<file path="config.mk">
export PLATFORM = sky130hd
export DESIGN_NAME = line_merge
export DESIGN_NICKNAME = d
export VERILOG_FILES = /design/src/rtl/line_merge.sv
export SDC_FILE = /design/constraint.sdc
export NUM_CORES = 1
export LEC_CHECK = 0
export BUFFER_PORTS_ARGS = -buffer_cell sky130_fd_sc_hd__clkbuf_2
export CORE_MARGIN = 4
export CORE_UTILIZATION = 53
export DETAILED_ROUTE_END_ITERATION = 10
export PLACE_DENSITY = 0.91
export SLEW_MARGIN = 20
export SYNTH_ARGS = -nofsm -noshare
export SYNTH_HDL_FRONTEND = slang
export SYNTH_SLANG_ARGS = --single-unit
</file>
<file path="constraint.sdc">
create_clock -name clk -period 7.6 [get_ports clk]
set_input_delay 2.28 -clock clk [delete_from_list [all_inputs] [get_ports clk]]
set_output_delay 2.28 -clock clk [all_outputs]
set_load 0.05 [all_outputs]
</file>
<file path="src/rtl/line_merge.sv">
module line_merge #(
  parameter int WORDS = 8
) (
  input  logic                  clk,
  input  logic                  rst_n,
  input  logic                  wr_en,
  input  logic [$clog2(WORDS)+1:0] addr,
  input  logic [1:0]            size,
  input  logic [31:0]           wdata,
  input  logic                  big_endian,
  input  logic                  dirty_clr,
  output logic [WORDS*32-1:0]   line_words,
  output logic                  dirty_lo,
  output logic                  dirty_hi
);
  localparam int IDX_W = $clog2(WORDS);
  localparam int HALF  = WORDS / 2;

  wire [IDX_W-1:0] idx = addr[IDX_W+1:2];

  logic [1:0]  lane;
  logic [31:0] mask, ins;
  logic        legal;

  always_comb begin
    legal = 1'b1;
    lane  = 2'd0;
    mask  = '0;
    ins   = wdata;
    case (size)
      2'd0: begin
        lane = {2{big_endian}} ^ addr[1:0];
        mask = 32'h0000_00FF << {lane, 3'b000};
        ins  = {4{wdata[7:0]}};
      end
      2'd1: begin
        lane = {big_endian ^ addr[1], 1'b0};
        mask = 32'h0000_FFFF << {lane, 3'b000};
        ins  = {2{wdata[15:0]}};
      end
      2'd2: mask = '1;
      default: legal = 1'b0;
    endcase
  end

  wire do_wr  = wr_en && legal;
  wire low_hf = idx < IDX_W'(HALF);

  logic [31:0] word_q [WORDS];

  for (genvar g = 0; g < WORDS; g++) begin : g_word
    always_ff @(posedge clk) begin
      if (!rst_n)
        word_q[g] <= '0;
      else if (do_wr && idx == IDX_W'(g))
        word_q[g] <= (word_q[g] & ~mask) | (ins & mask);
    end
    assign line_words[g*32 +: 32] = word_q[g];
  end

  always_ff @(posedge clk) begin
    if (!rst_n) begin
      dirty_lo <= 1'b0;
      dirty_hi <= 1'b0;
    end else begin
      dirty_lo <= (dirty_lo & ~dirty_clr) | (do_wr &  low_hf);
      dirty_hi <= (dirty_hi & ~dirty_clr) | (do_wr & ~low_hf);
    end
  end


  lo_mark_chk: assert property (@(posedge clk) disable iff (!rst_n)
    wr_en && size != 2'd3 && !addr[IDX_W+1] |=> dirty_lo);

  hi_mark_chk: assert property (@(posedge clk) disable iff (!rst_n)
    wr_en && size != 2'd3 && addr[IDX_W+1] |=> dirty_hi);

  sticky_chk: assert property (@(posedge clk) disable iff (!rst_n)
    dirty_lo && dirty_hi && !dirty_clr |=> dirty_lo && dirty_hi);

  clear_chk: assert property (@(posedge clk) disable iff (!rst_n)
    dirty_clr && !wr_en |=> !dirty_lo && !dirty_hi);

  reserved_chk: assert property (@(posedge clk) disable iff (!rst_n)
    wr_en && size == 2'd3 |=> $stable(line_words));

  idle_chk: assert property (@(posedge clk) disable iff (!rst_n)
    !wr_en |=> $stable(line_words));
endmodule

</file>
==> impl_metrics.py <==
metrics = {
    "worst_setup_path": {
        "slowest_delay_ns": 0.79,
        "path_class": "input port to flop",
        "slowest_stage": "nor2_4",
        "end_kind": "flop",
        "critPathLaunch": "size[0]",
        "cp-start-kind": "input port",
        "crit_chain": "clkbuf_2 -> nand2b_1 -> nor2_4 -> buf_4 -> o22ai_1 -> o311a_1",
        "worstPathMaxFanout": 41,
        "r2r_start": "word_q[1][76]",
        "cp.arrival_ns": 5.04,
        "required_ns": 7.87,
        "crit_family": "simple AND/OR/NAND/NOR gates",
        "path_buf_inv": 2,
    },
    "clock_tree": {
        "root_buffer": "clkbuf_16",
        "clock-sinks": 258,
        "htree_levels": 1,
        "cts_tree": "done",
        "cts_hold_buf": 0,
        "cts.clk_slew.worst_paths_ns": 0.06,
        "clkLatencyLatePin_ns": 0.52,
        "post_cts_resized": 0,
        "clockBufferDepth": 3,
        "cts_setup_buffers": 0,
        "cts_buffers": 25,
    },
    "layout": {
        "final_layout_size_suffix_gt1_share_pct": 32.1,
        "fin_nets": 1178,
        "nFillCells": 1585,
        "syn_to_final_growth_pct": 21.8,
        "fin_util_pct": 66.3,
        "final_cells": 1432,
    },
    "route": {
        "vias_per_cell": 6.72,
        "routed_wl_um": 38300,
        "drc_errors": 0,
        "vias": 9627,
        "ant_nets": 0,
        "dr.first_iter.drc_count": 994,
        "wire_per_inst_um": 26.8,
        "firstDrtPassIters": 5,
    },
    "floorplan": {
        "ios": 302,
        "die_width_um": 156,
        "start_util_pct": 54.4,
        "placementRows": 53,
        "die_area_um2": 24300,
        "coreArea_um2": 21300,
        "die_h_um": 156,
    },
    "timing": {
        "tightest_slew_ns": 1.17,
        "setup_ws_ns": 2.83,
        "relSlewSlack_pct": 21.7,
        "slew_viol_final": 0,
        "period_share_pct": 62.7,
        "grt_setup_unrepaired": "false",
        "fmax_ghz": 0.210,
        "finalHoldViolations": 0,
        "tns_ns": 0,
        "setup_viol": 0,
        "layout_min_cycle_time_ns": 4.77,
        "finClkSkew_ns": 0,
    },
    "synth": {
        "yosys-top-cells-count": "edfxtp_1, a21oi_1, nand3_1",
        "synth_edf_count": 256,
        "synthesis.area_um2": 11600,
        "synth_most_common_cell": "edfxtp_1",
        "yosysTopAreaCell": "edfxtp_1",
        "syn_nets": 918,
        "synth-seq-cells": 258,
        "synth_cell_types": 43,
        "synth_top_area_share_pct": 66.3,
        "synth_ff_type": "edfxtp_1",
        "synth_cells": 874,
        "syn_area_per_cell_um2": 13.3,
        "synth-seq-area-share_pct": 66.7,
        "ys_async_sr_fraction_pct": 0,
        "netlist_top_cells_area": "edfxtp_1, a21oi_1, nand3_1",
        "ys_warn_count": 0,
    },
    "global_route": {
        "grt_use_total_pct": 30.1,
        "grt_max_degree": 73,
        "grt_pass1_vias": 9081,
        "grt-ovfl-total": 0,
        "antenna_found_initial": 10,
        "grt_pass1_wl_um": 56000,
    },
    "min_path": {
        "min_from": "word_q[0][119]",
        "min_path_type": "flop to flop",
    },
    "placed_design": {
        "port_buffers": 301,
        "dp_hpwl_um": 25500,
        "placedCellCount": 1381,
        "preCtsSetupSlack_ns": 2.43,
        "place_congestion": 0.914,
    },
    "pwr": {
        "ir_worst_vdd_v": 0.000151,
        "fin_total_pwr_mw": 3.39,
        "leakagePower_nw": 6.37,
        "power.density_nw_per_um2": 240,
    },
    "flow_run": {
        "maxCapViolCount": 0,
    },
    "run_status": {
        "outcome": "finished, final reports clean",
    },
}
==> power breakdown <==
| group | internal [mW] | switching, mW |
|---|---|---|
| sequential | 1.63 | 0.0440 |
| clock | 0.637 | 0.522 |
| combinational | 0.0972 | 0.453 |
==> placed cells by master (no fill, tap or decap), types with 3 or more instances in the layout <==
cell type	netlist	layout
o32ai_1	8	8
clkinv_2	0	5
nand2_1	21	19
a21oi_1	136	136
o211a_1	64	64
o311a_1	64	64
o21ai_4	0	4
nor2b_1	4	4
o21ai_0	13	9
diode_2	0	6
edfxtp_1	256	256
o21ai_1	16	16
nand3_1	132	132
and2_1	3	3
nand2b_1	5	5
o22ai_1	8	8
clkbuf_2	2	301
clkbuf_1	42	5
nor2_1	21	21
clkinv_1	0	5
mux2i_1	8	8
clkbuf_16	0	25
buf_4	5	10
buf_16	0	4
==> registers in the layout (all words and copies together), names as in the netlist <==
register / cells
word_q: 256
dirty_hi: 1
dirty_lo: 1
==> final timing paths <==
path	endpoint	slack (ns)	cells after the start
setup / recovery	word_q[0][107]	2.83	6
hold / removal	word_q[0][119]	0.60	1
setup reg to reg	word_q[1][76]	6.46	1
hold reg to reg	word_q[0][119]	0.60	1
==> metal layers <==
layer	vias to the layer above	routed length (µm)	track usage, %
met5	-	88	0
met4	14	1410	11.1
met3	106	4980	7.18
met2	762	18400	48.3
met1	4666	13400	40.4
li1	4079	-	-
==> cells by family after synthesis <==
| family | Yosys count | synth area share [%] |
|---|---|---|
| mux | 9 | 0.810 |
| compound gates | 319 | 20.3 |
| flops | 258 | 66.7 |
| buf+inv | 84 | 3.25 |
| simple gates | 202 | 8.85 |
| xor+xnor | 2 | 0.151 |
==> stage by stage <==
stage / instance area, µm² / hold slack, ns
floorplan: 11600 / 0.853
global placement: 13200 / 0.572
detailed placement: 13300 / 0.586
CTS: 14100 / 0.600
global route: 14100 / 0.618
finish: 14100 / 0.602
==> cell type report <==
cell class | count | area, µm² | area share (%)
diodes | 6 | 15.0 | 0.106
clock buffers | 30 | 644 | 4.56
multi-input cells | 532 | 3590 | 25.4
repair buffers | 315 | 1690 | 12.0
inverters | 2 | 7.51 | 0.0532
clock inverters | 14 | 97.6 | 0.691
flip-flops and latches | 258 | 7730 | 54.7
well taps | 275 | 344 | 2.44
(Power assumes the default switching activity.)
